--- src/rtl/ssrg_pkg.sv ---
package ssrg_pkg;
  // Phase of the reset generator.
  typedef enum logic [1:0] {
    PH_HOLD  = 2'd0,  // a source is active, count held at zero
    PH_COUNT = 2'd1,  // all sources clear, counting toward release
    PH_RUN   = 2'd2   // reset released, count saturated
  } phase_e;
endpackage

--- src/rtl/ssrg_sync.sv ---
module ssrg_sync #(
  parameter int   STAGES  = 2,
  parameter logic RST_VAL = 1'b1
) (
  input  logic clk,
  input  logic por_n,
  input  logic d,
  output logic q
);
  logic [STAGES-1:0] chain;

  genvar g;
  for (g = 0; g < STAGES; g++) begin : g_stage
    if (g == 0) begin : g_first
      always_ff @(posedge clk or negedge por_n) begin
        if (!por_n) chain[g] <= RST_VAL;
        else        chain[g] <= d;
      end
    end else begin : g_next
      always_ff @(posedge clk or negedge por_n) begin
        if (!por_n) chain[g] <= RST_VAL;
        else        chain[g] <= chain[g-1];
      end
    end
  end

  assign q = chain[STAGES-1];
endmodule

--- src/rtl/ssrg_combine.sv ---
module ssrg_combine (
  input  logic supply_ok,
  input  logic mr_sync_n,
  input  logic wdog_expire,
  input  logic seal_arm,
  input  logic in_count,
  output logic hold_req
);
  logic manual_take;

  // Manual request is masked only while counting with the seal armed.
  always_comb begin
    manual_take = !mr_sync_n && !(in_count && seal_arm);
    hold_req    = !supply_ok || wdog_expire || manual_take;
  end
endmodule

--- src/rtl/ssrg_timer.sv ---
module ssrg_timer
  import ssrg_pkg::*;
#(
  parameter int TIMEOUT_CYCLES = 16
) (
  input  logic   clk,
  input  logic   por_n,
  input  logic   hold_req,
  output phase_e phase,
  output logic   strobe
);
  localparam int CW = $clog2(TIMEOUT_CYCLES + 1);
  localparam logic [CW-1:0] LAST = CW'(TIMEOUT_CYCLES - 1);
  localparam logic [CW-1:0] TERM = CW'(TIMEOUT_CYCLES);
  localparam logic [CW-1:0] HALF = CW'(TIMEOUT_CYCLES / 2);
  localparam logic [CW-1:0] TQTR = CW'((3 * TIMEOUT_CYCLES) / 4);

  logic [CW-1:0] cnt;

  always_ff @(posedge clk or negedge por_n) begin
    if (!por_n) begin
      phase <= PH_HOLD;
      cnt   <= '0;
    end else begin
      unique case (phase)
        PH_HOLD: begin
          cnt <= '0;
          if (!hold_req) phase <= PH_COUNT;
        end
        PH_COUNT: begin
          if (hold_req) begin
            phase <= PH_HOLD;
            cnt   <= '0;
          end else if (cnt == LAST) begin
            phase <= PH_RUN;
            cnt   <= TERM;
          end else begin
            cnt <= cnt + CW'(1);
          end
        end
        default: begin
          if (hold_req) begin
            phase <= PH_HOLD;
            cnt   <= '0;
          end
        end
      endcase
    end
  end

  assign strobe = (phase == PH_COUNT) && ((cnt == HALF) || (cnt == TQTR));

  // any active source clears the count on the next edge
  p_hold_clears_r4: assert property (@(posedge clk) disable iff (!por_n)
    hold_req |=> (phase == PH_HOLD && cnt == '0))
    else $error("p_hold_clears_r4");

  // release only directly after the last counting cycle
  p_release_after_last_r3: assert property (@(posedge clk) disable iff (!por_n)
    (phase == PH_RUN && $past(phase) != PH_RUN) |->
      ($past(phase) == PH_COUNT && $past(cnt) == LAST))
    else $error("p_release_after_last_r3");

  // counting advances by one per cycle
  p_count_step_r3: assert property (@(posedge clk) disable iff (!por_n)
    (phase == PH_COUNT && !hold_req && cnt != LAST) |=> (cnt == $past(cnt) + CW'(1)))
    else $error("p_count_step_r3");

  // released state is kept while no source appears
  p_saturate_r11: assert property (@(posedge clk) disable iff (!por_n)
    (phase == PH_RUN && !hold_req) |=> (phase == PH_RUN && cnt == TERM))
    else $error("p_saturate_r11");

  // each strobe lasts a single cycle
  p_strobe_single_r10: assert property (@(posedge clk) disable iff (!por_n)
    strobe |=> !strobe)
    else $error("p_strobe_single_r10");
endmodule

--- src/rtl/supply_reset_gen.sv ---
module supply_reset_gen
  import ssrg_pkg::*;
#(
  parameter int TIMEOUT_CYCLES = 20_000_000,
  parameter int SYNC_STAGES    = 2
) (
  input  logic clk,
  input  logic por_n,
  input  logic supply_ok,
  input  logic mr_n,
  input  logic wdog_expire,
  input  logic seal_arm,
  output logic rst_out_n,
  output logic tmo_busy,
  output logic seal_strobe
);
  logic   mr_sync_n;
  logic   hold_req;
  phase_e phase;

  ssrg_sync #(.STAGES(SYNC_STAGES), .RST_VAL(1'b1)) u_mr_sync (
    .clk   (clk),
    .por_n (por_n),
    .d     (mr_n),
    .q     (mr_sync_n)
  );

  ssrg_combine u_combine (
    .supply_ok   (supply_ok),
    .mr_sync_n   (mr_sync_n),
    .wdog_expire (wdog_expire),
    .seal_arm    (seal_arm),
    .in_count    (phase == PH_COUNT),
    .hold_req    (hold_req)
  );

  ssrg_timer #(.TIMEOUT_CYCLES(TIMEOUT_CYCLES)) u_timer (
    .clk      (clk),
    .por_n    (por_n),
    .hold_req (hold_req),
    .phase    (phase),
    .strobe   (seal_strobe)
  );

  assign rst_out_n = (phase == PH_RUN);
  assign tmo_busy  = (phase == PH_COUNT);

  // low supply forces reset on the next edge
  p_supply_low_r2: assert property (@(posedge clk) disable iff (!por_n)
    !supply_ok |=> (!rst_out_n && !tmo_busy))
    else $error("p_supply_low_r2");

  // a watchdog pulse always asserts reset
  p_wdog_resets_r6: assert property (@(posedge clk) disable iff (!por_n)
    wdog_expire |=> (!rst_out_n && !tmo_busy))
    else $error("p_wdog_resets_r6");

  // armed seal keeps the countdown running past a manual request
  p_seal_masks_manual_r7: assert property (@(posedge clk) disable iff (!por_n)
    (tmo_busy && seal_arm && supply_ok && !wdog_expire) |=> (phase != PH_HOLD))
    else $error("p_seal_masks_manual_r7");
endmodule

--- config.mk ---
export PLATFORM = sky130hd
export DESIGN_NAME = supply_reset_gen
export DESIGN_NICKNAME = d
export VERILOG_FILES = /design/src/rtl/ssrg_pkg.sv /design/src/rtl/ssrg_sync.sv /design/src/rtl/ssrg_combine.sv /design/src/rtl/ssrg_timer.sv /design/src/rtl/supply_reset_gen.sv
export SDC_FILE = /design/constraint.sdc
export NUM_CORES = 1
export LEC_CHECK = 0
export BUFFER_PORTS_ARGS = -buffer_cell sky130_fd_sc_hd__buf_2
export CORE_UTILIZATION = 30
export CTS_BUF_LIST = sky130_fd_sc_hd__clkbuf_16
export CTS_CLUSTER_SIZE = 40
export DETAILED_ROUTE_END_ITERATION = 10
export GPL_TIMING_DRIVEN = 0
export HOLD_SLACK_MARGIN = 0.15
export PLACE_DENSITY = 0.43
export SLEW_MARGIN = 20
export SYNTH_ARGS = -nofsm -noshare
export SYNTH_HDL_FRONTEND = slang
export SYNTH_HIERARCHICAL = 1
export SYNTH_SLANG_ARGS = --single-unit
--- constraint.sdc ---
create_clock -name clk -period 3.5 [get_ports clk]
set_input_delay 0.7 -clock clk [delete_from_list [all_inputs] [get_ports clk]]
set_output_delay 0.7 -clock clk [all_outputs]
set_load 0.1 [all_outputs]
# Word level (Yosys, flattened, before mapping)
# Index checks and enable logic that the tools add are counted.
dict set report totals {
  reg_bits 29
  input_bits 6
  out_inout_bits 3
  wordCells 33
}
dict set report classes {
  n_addsub 1
  n_eq_ne 7
  muxes 9
  reduce_logical 12
}
# op count
set ops {}
lappend ops {{2-to-1 mux 25 bit} 3}
lappend ops {{equality test 25 x 24 -> 1 bit (second input constant)} 2}
lappend ops {{one-hot mux 25 bit (2 select lines)} 1}
lappend ops {{adder 25 x 1 -> 25 bit (second input constant)} 1}
lappend ops {{equality test 25 bit (second input constant)} 1}
lappend ops {{2-to-1 mux 2 bit} 4}
lappend ops {{one-hot mux 2 bit (2 select lines)} 1}
lappend ops {{logical AND 1 bit} 3}
lappend ops {{logical NOT 1 bit} 3}
lappend ops {{logical OR 1 bit} 3}
lappend ops {{!= test 3 x 1 -> 1 bit (second input constant)} 1}
lappend ops {{AND reduction 3 bit} 1}
lappend ops {{nonzero test 3 bit} 1}
lappend ops {{equality test 2 x 1 -> 1 bit (second input constant)} 1}
lappend ops {{equality test 2 bit (second input constant)} 1}
lappend ops {{logical NOT 2 bit} 1}
lappend ops {{!= test 2 bit (second input constant)} 1}

# Depth between registers and ports, before layout
dict set report depth {
  word_depth 7
  ltp_mapped 8
  ltp_nobuf 7
}

# Hierarchy
# Netlist, hierarchy kept.
# module n_inst cells_each area_per_inst_um2 seq_area_each_um2
set modules_own_cells {}
lappend modules_own_cells {ssrg_timer 1 190 1700.4 675.6}
lappend modules_own_cells {ssrg_sync 1 2 52.6 52.6}
lappend modules_own_cells {supply_reset_gen 1 2 15.0 0.0}
lappend modules_own_cells {ssrg_combine 1 2 13.8 0.0}

# Worst setup path before layout
# No wires, ideal clock.
dict set report synth_path {
  path_type {register to output}
  start {register u_timer.cnt[0]}
  end {output seal_strobe}
  arrival_time_ps 5898
  required_time_ps 2800
  setup_slack_ps -3098
  stages_incl_launch_ff 5
  n_path_buf 0
  path_cell_list {dfrtp_1 -> inv_1 -> ha_1 -> or4b_2 -> a2111oi_0}
}
dict set report synth_between {
  elab_chain_len 3
  word_cells_on_any_way 4
  cone_classes {2 x eq/ne; 2 x reduce/logical}
}
# element line
set synth_lines {}
lappend synth_lines {{start: declaration} ssrg_timer.sv:18} ;# logic [CW-1:0] cnt;
lappend synth_lines {{start signal: assignment} ssrg_timer.sv:38} ;# cnt <= cnt + CW'(1);
lappend synth_lines {{equality test 25 x 24 -> 1 bit} ssrg_timer.sv:51} ;# assign strobe = (phase == PH_COUNT) && ((cnt == HALF) || (cnt == TQTR));
lappend synth_lines {{logical OR 1 bit (*)} ssrg_timer.sv:51}
lappend synth_lines {{logical AND 1 bit (*)} ssrg_timer.sv:51}
lappend synth_lines {{end: declaration} supply_reset_gen.sv:15} ;# output logic seal_strobe
# Mark *: on every way between the ends. The rest lies on a longest branch, timed or not.

# Final worst setup path
# Same ends and word-level chain as after synthesis.

==> metrics.csv <==
metric;value;unit
min-delay-start;u_mr_sync/chain[0];
clock_latency;0.27;ns
hp-class;flop to flop;
grt_usage;0.179;
core_area;5610;sq um
min_path_cells;0;
ys_warn_count;6;
crit_arrival;2.41;ns
layout-drive-gt1-share;0.137;
routed_wirelength;4.94;mm
met3_usage;0.0460;
firstDrtPassIters;4;
wl_per_cell;17.4;um
synthCells;196;
use_met1;0.247;
reg2reg_slack;1.02;ns
gp_congestion;0.884;
cts_made_buffers;5;
finClkSkew;0.00563;ns
num_vias;1587;
synth_seq_area_share;0.409;
period_needed;3.11;ns
synthMuxAreaShare;0.0197;
final_nets;219;
fill_cells;601;
synth.area.top_cells;dfrtp_1 38%, o21ai_0 4.8%, nand2_1 4.6%, a21oi_1 3.9%, nor4_4 3.6%;
grt_pass1_wl;8.34;mm
final_cells;284;
power.leakage;0.820;nW
cts.sinks;29;
drv_cap;0;
peakVddDrop;0.000187;V
required;2.80;ns
tightest_slew;0.782;ns
numPlacedInstances;276;
rows;27;
cts_tree;built;
areaGrowthSynthToFinish;16.0;%
yosys.area_share.simple;0.314;
r2r_end;u_timer/cnt[22];
cp-end-kind;primary output;
cp_max_fo;5;
netlist_area;1780;sq um
postPlaceCellArea;1930;sq um
synth_fa_ha_area_frac;0.0140;
synth_xor_area_frac;0.00492;
rsz0062_at_grt;no;
synth_top_cell_area_share;0.379;
start_util;0.318;
powerDensity;364;nW/um^2
dp_slack;0.675;ns
max_freq;0.321;GHz
cts_root_buf;clkbuf_16;
grt_pass1_vias;1548;
vias_per_cell;5.59;
finalCritPeriodShare;0.890;
io_buffer_count;8;
reg2reg_from;u_timer/phase[1];
hold_end;u_mr_sync/q;
ys_async_sr_fraction;1.00;
synth_top_family_by_area;simple AND/OR/NAND/NOR gates;
antenna_found_initial;0;
worstRegToRegCells;8;
use_met2;0.257;
holdBufCountCts;0;
status;complete, no violations;
cp-start-kind;flop;
ios;9;
die_y;79.1;um
gr-max-usage-layer;met2;
die_w;79.1;um
cts_resized;0;
dieArea;6250;sq um
final_antenna_net_count;0;
clk_pin_slew;0.05;ns
remaining_drc_errors;0;
critPathKind;flop to primary output;
antennaDiodeCount;0;
place_hpwl;3.55;mm
maxSlewHeadroom;0.474;
yosysTopAreaCell;dfrtp_1;
avgSynthCellArea;9.09;sq um
setup_slack;0.386;ns
yosysUniqueCellTypes;49;
cts_max_level;2;
post_cts_buffers;0;
grt_max_degree;30;
drv_slew;0;
synth_fp_nets;204;
synth_edf_count;0;
overflow;0;
ys.flop_type;dfrtp_1;
finalSetupViolCount;0;
drt_iter0_markers;111;
tns;0;ns
clk_path_buf_depth;2;
ys_ff_latch;29;
final_area;2070;sq um
synth-compound-area-share;0.204;
hold_violations;0;
## kinds of logic after synthesis
group                      Yosys count
adders and majority gates            2
AOI/OAI and AO/OA                   56
xor gates and xnor gates             1
muxes                                3
and+or+nand+nor                     91
DFF                                 29
buffers and inverters               14
## worst max-delay path by stage
stage                         from          end  slack, ns  cells after the start
global placement    u_timer/cnt[0]  seal_strobe       0.68                      5
detailed placement  u_timer/cnt[0]  seal_strobe       0.67                      5
global route        u_timer/cnt[0]  seal_strobe       0.30                      5
floorplan           u_timer/cnt[0]  seal_strobe       0.40                      4
CTS                 u_timer/cnt[0]  seal_strobe       0.39                      5
finish              u_timer/cnt[0]  seal_strobe       0.39                      5
## power by group
part | internal (mW) | leakage (nW) | switching (mW)
Clock | 0.254 | 0.0738 | 0.136
Sequential | 0.339 | 0.398 | 0.00105
Combinational | 0.00570 | 0.348 | 0.0163
Total | 0.599 | 0.820 | 0.154
## registers in the layout, summed over array words and instances (netlist names)
name,count
u_mr_sync/q,1
u_timer/phase,2
u_timer/cnt,25
u_mr_sync/chain,1
## metal layers
| metal | wire length, um | up-vias |
|---|---|---|
| li1 | - | 769 |
| met1 | 2400 | 776 |
| met2 | 2290 | 34 |
| met3 | 158 | 8 |
| met4 | 85 | 0 |
| met5 | 0 | - |
## layout by cell type, fill, tap and decap left out, drive strengths merged, types with 2 or more instances in the layout
cell	instances
nand3b	3
nor4b	2
nand2b	4
nor2b	3
buf	10
nor4	7
or4	2
o21ai	17
nor3	4
inv	8
ha	2
or3	2
and3	4
a41oi	3
mux2i	2
a21oi	14
clkbuf	11
nand2	22
dfstp	2
a22o	5
dfrtp	27
nor2	11
nand4	8
a31oi	9
nand3	11
## synthesized netlist by cell type, types with 2 or more instances
cell / count
nand3_1: 10
dfrtp_1: 27
clkbuf_1: 6
a31oi_1: 8
nand2_1: 22
dfstp_2: 2
nor3_1: 4
inv_1: 6
nand2b_1: 4
nand3b_1: 3
and3_1: 4
a22o_1: 5
nor4_4: 3
nor2_1: 11
nor4_1: 3
ha_1: 2
o21ai_0: 17
nor4b_1: 2
a41oi_1: 3
mux2i_1: 2
a21oi_1: 14
nand4_1: 8
nor2b_1: 3
or4_1: 2
## metrics by stage
stage / hold WS, ns / util / total power [mW]
2_1_floorplan: 0.345 / - / 0.355
3_3_place_gp: 0.346 / 0.344 / 0.367
3_5_place_dp: 0.358 / 0.344 / 0.368
4_1_cts: 0.365 / 0.369 / 0.768
5_1_grt: 0.364 / 0.369 / 0.787
6_report: 0.362 / 0.369 / 0.753
## area by class of cell
| class | instances | area [sq um] | area share |
|---|---|---|---|
| multi-input cells | 153 | 1010 | 0.489 |
| clock buffers | 5 | 125 | 0.0605 |
| flip-flops and latches | 29 | 728 | 0.352 |
| plain buffers | 8 | 38.8 | 0.0188 |
| repair buffers | 8 | 40.0 | 0.0194 |
| well taps | 72 | 90.1 | 0.0436 |
| clock inverters | 3 | 11.3 | 0.00545 |
| inverters | 6 | 22.5 | 0.0109 |
## critical path: stages (launching register included)
cell,delay (ns)
dfrtp_1,0.41
inv_1,0.11
ha_1,0.17
or4b_2,0.66
a2111oi_4,0.30
buf_2,0.48
No activity file was read; power rests on OpenSTA's default activity.
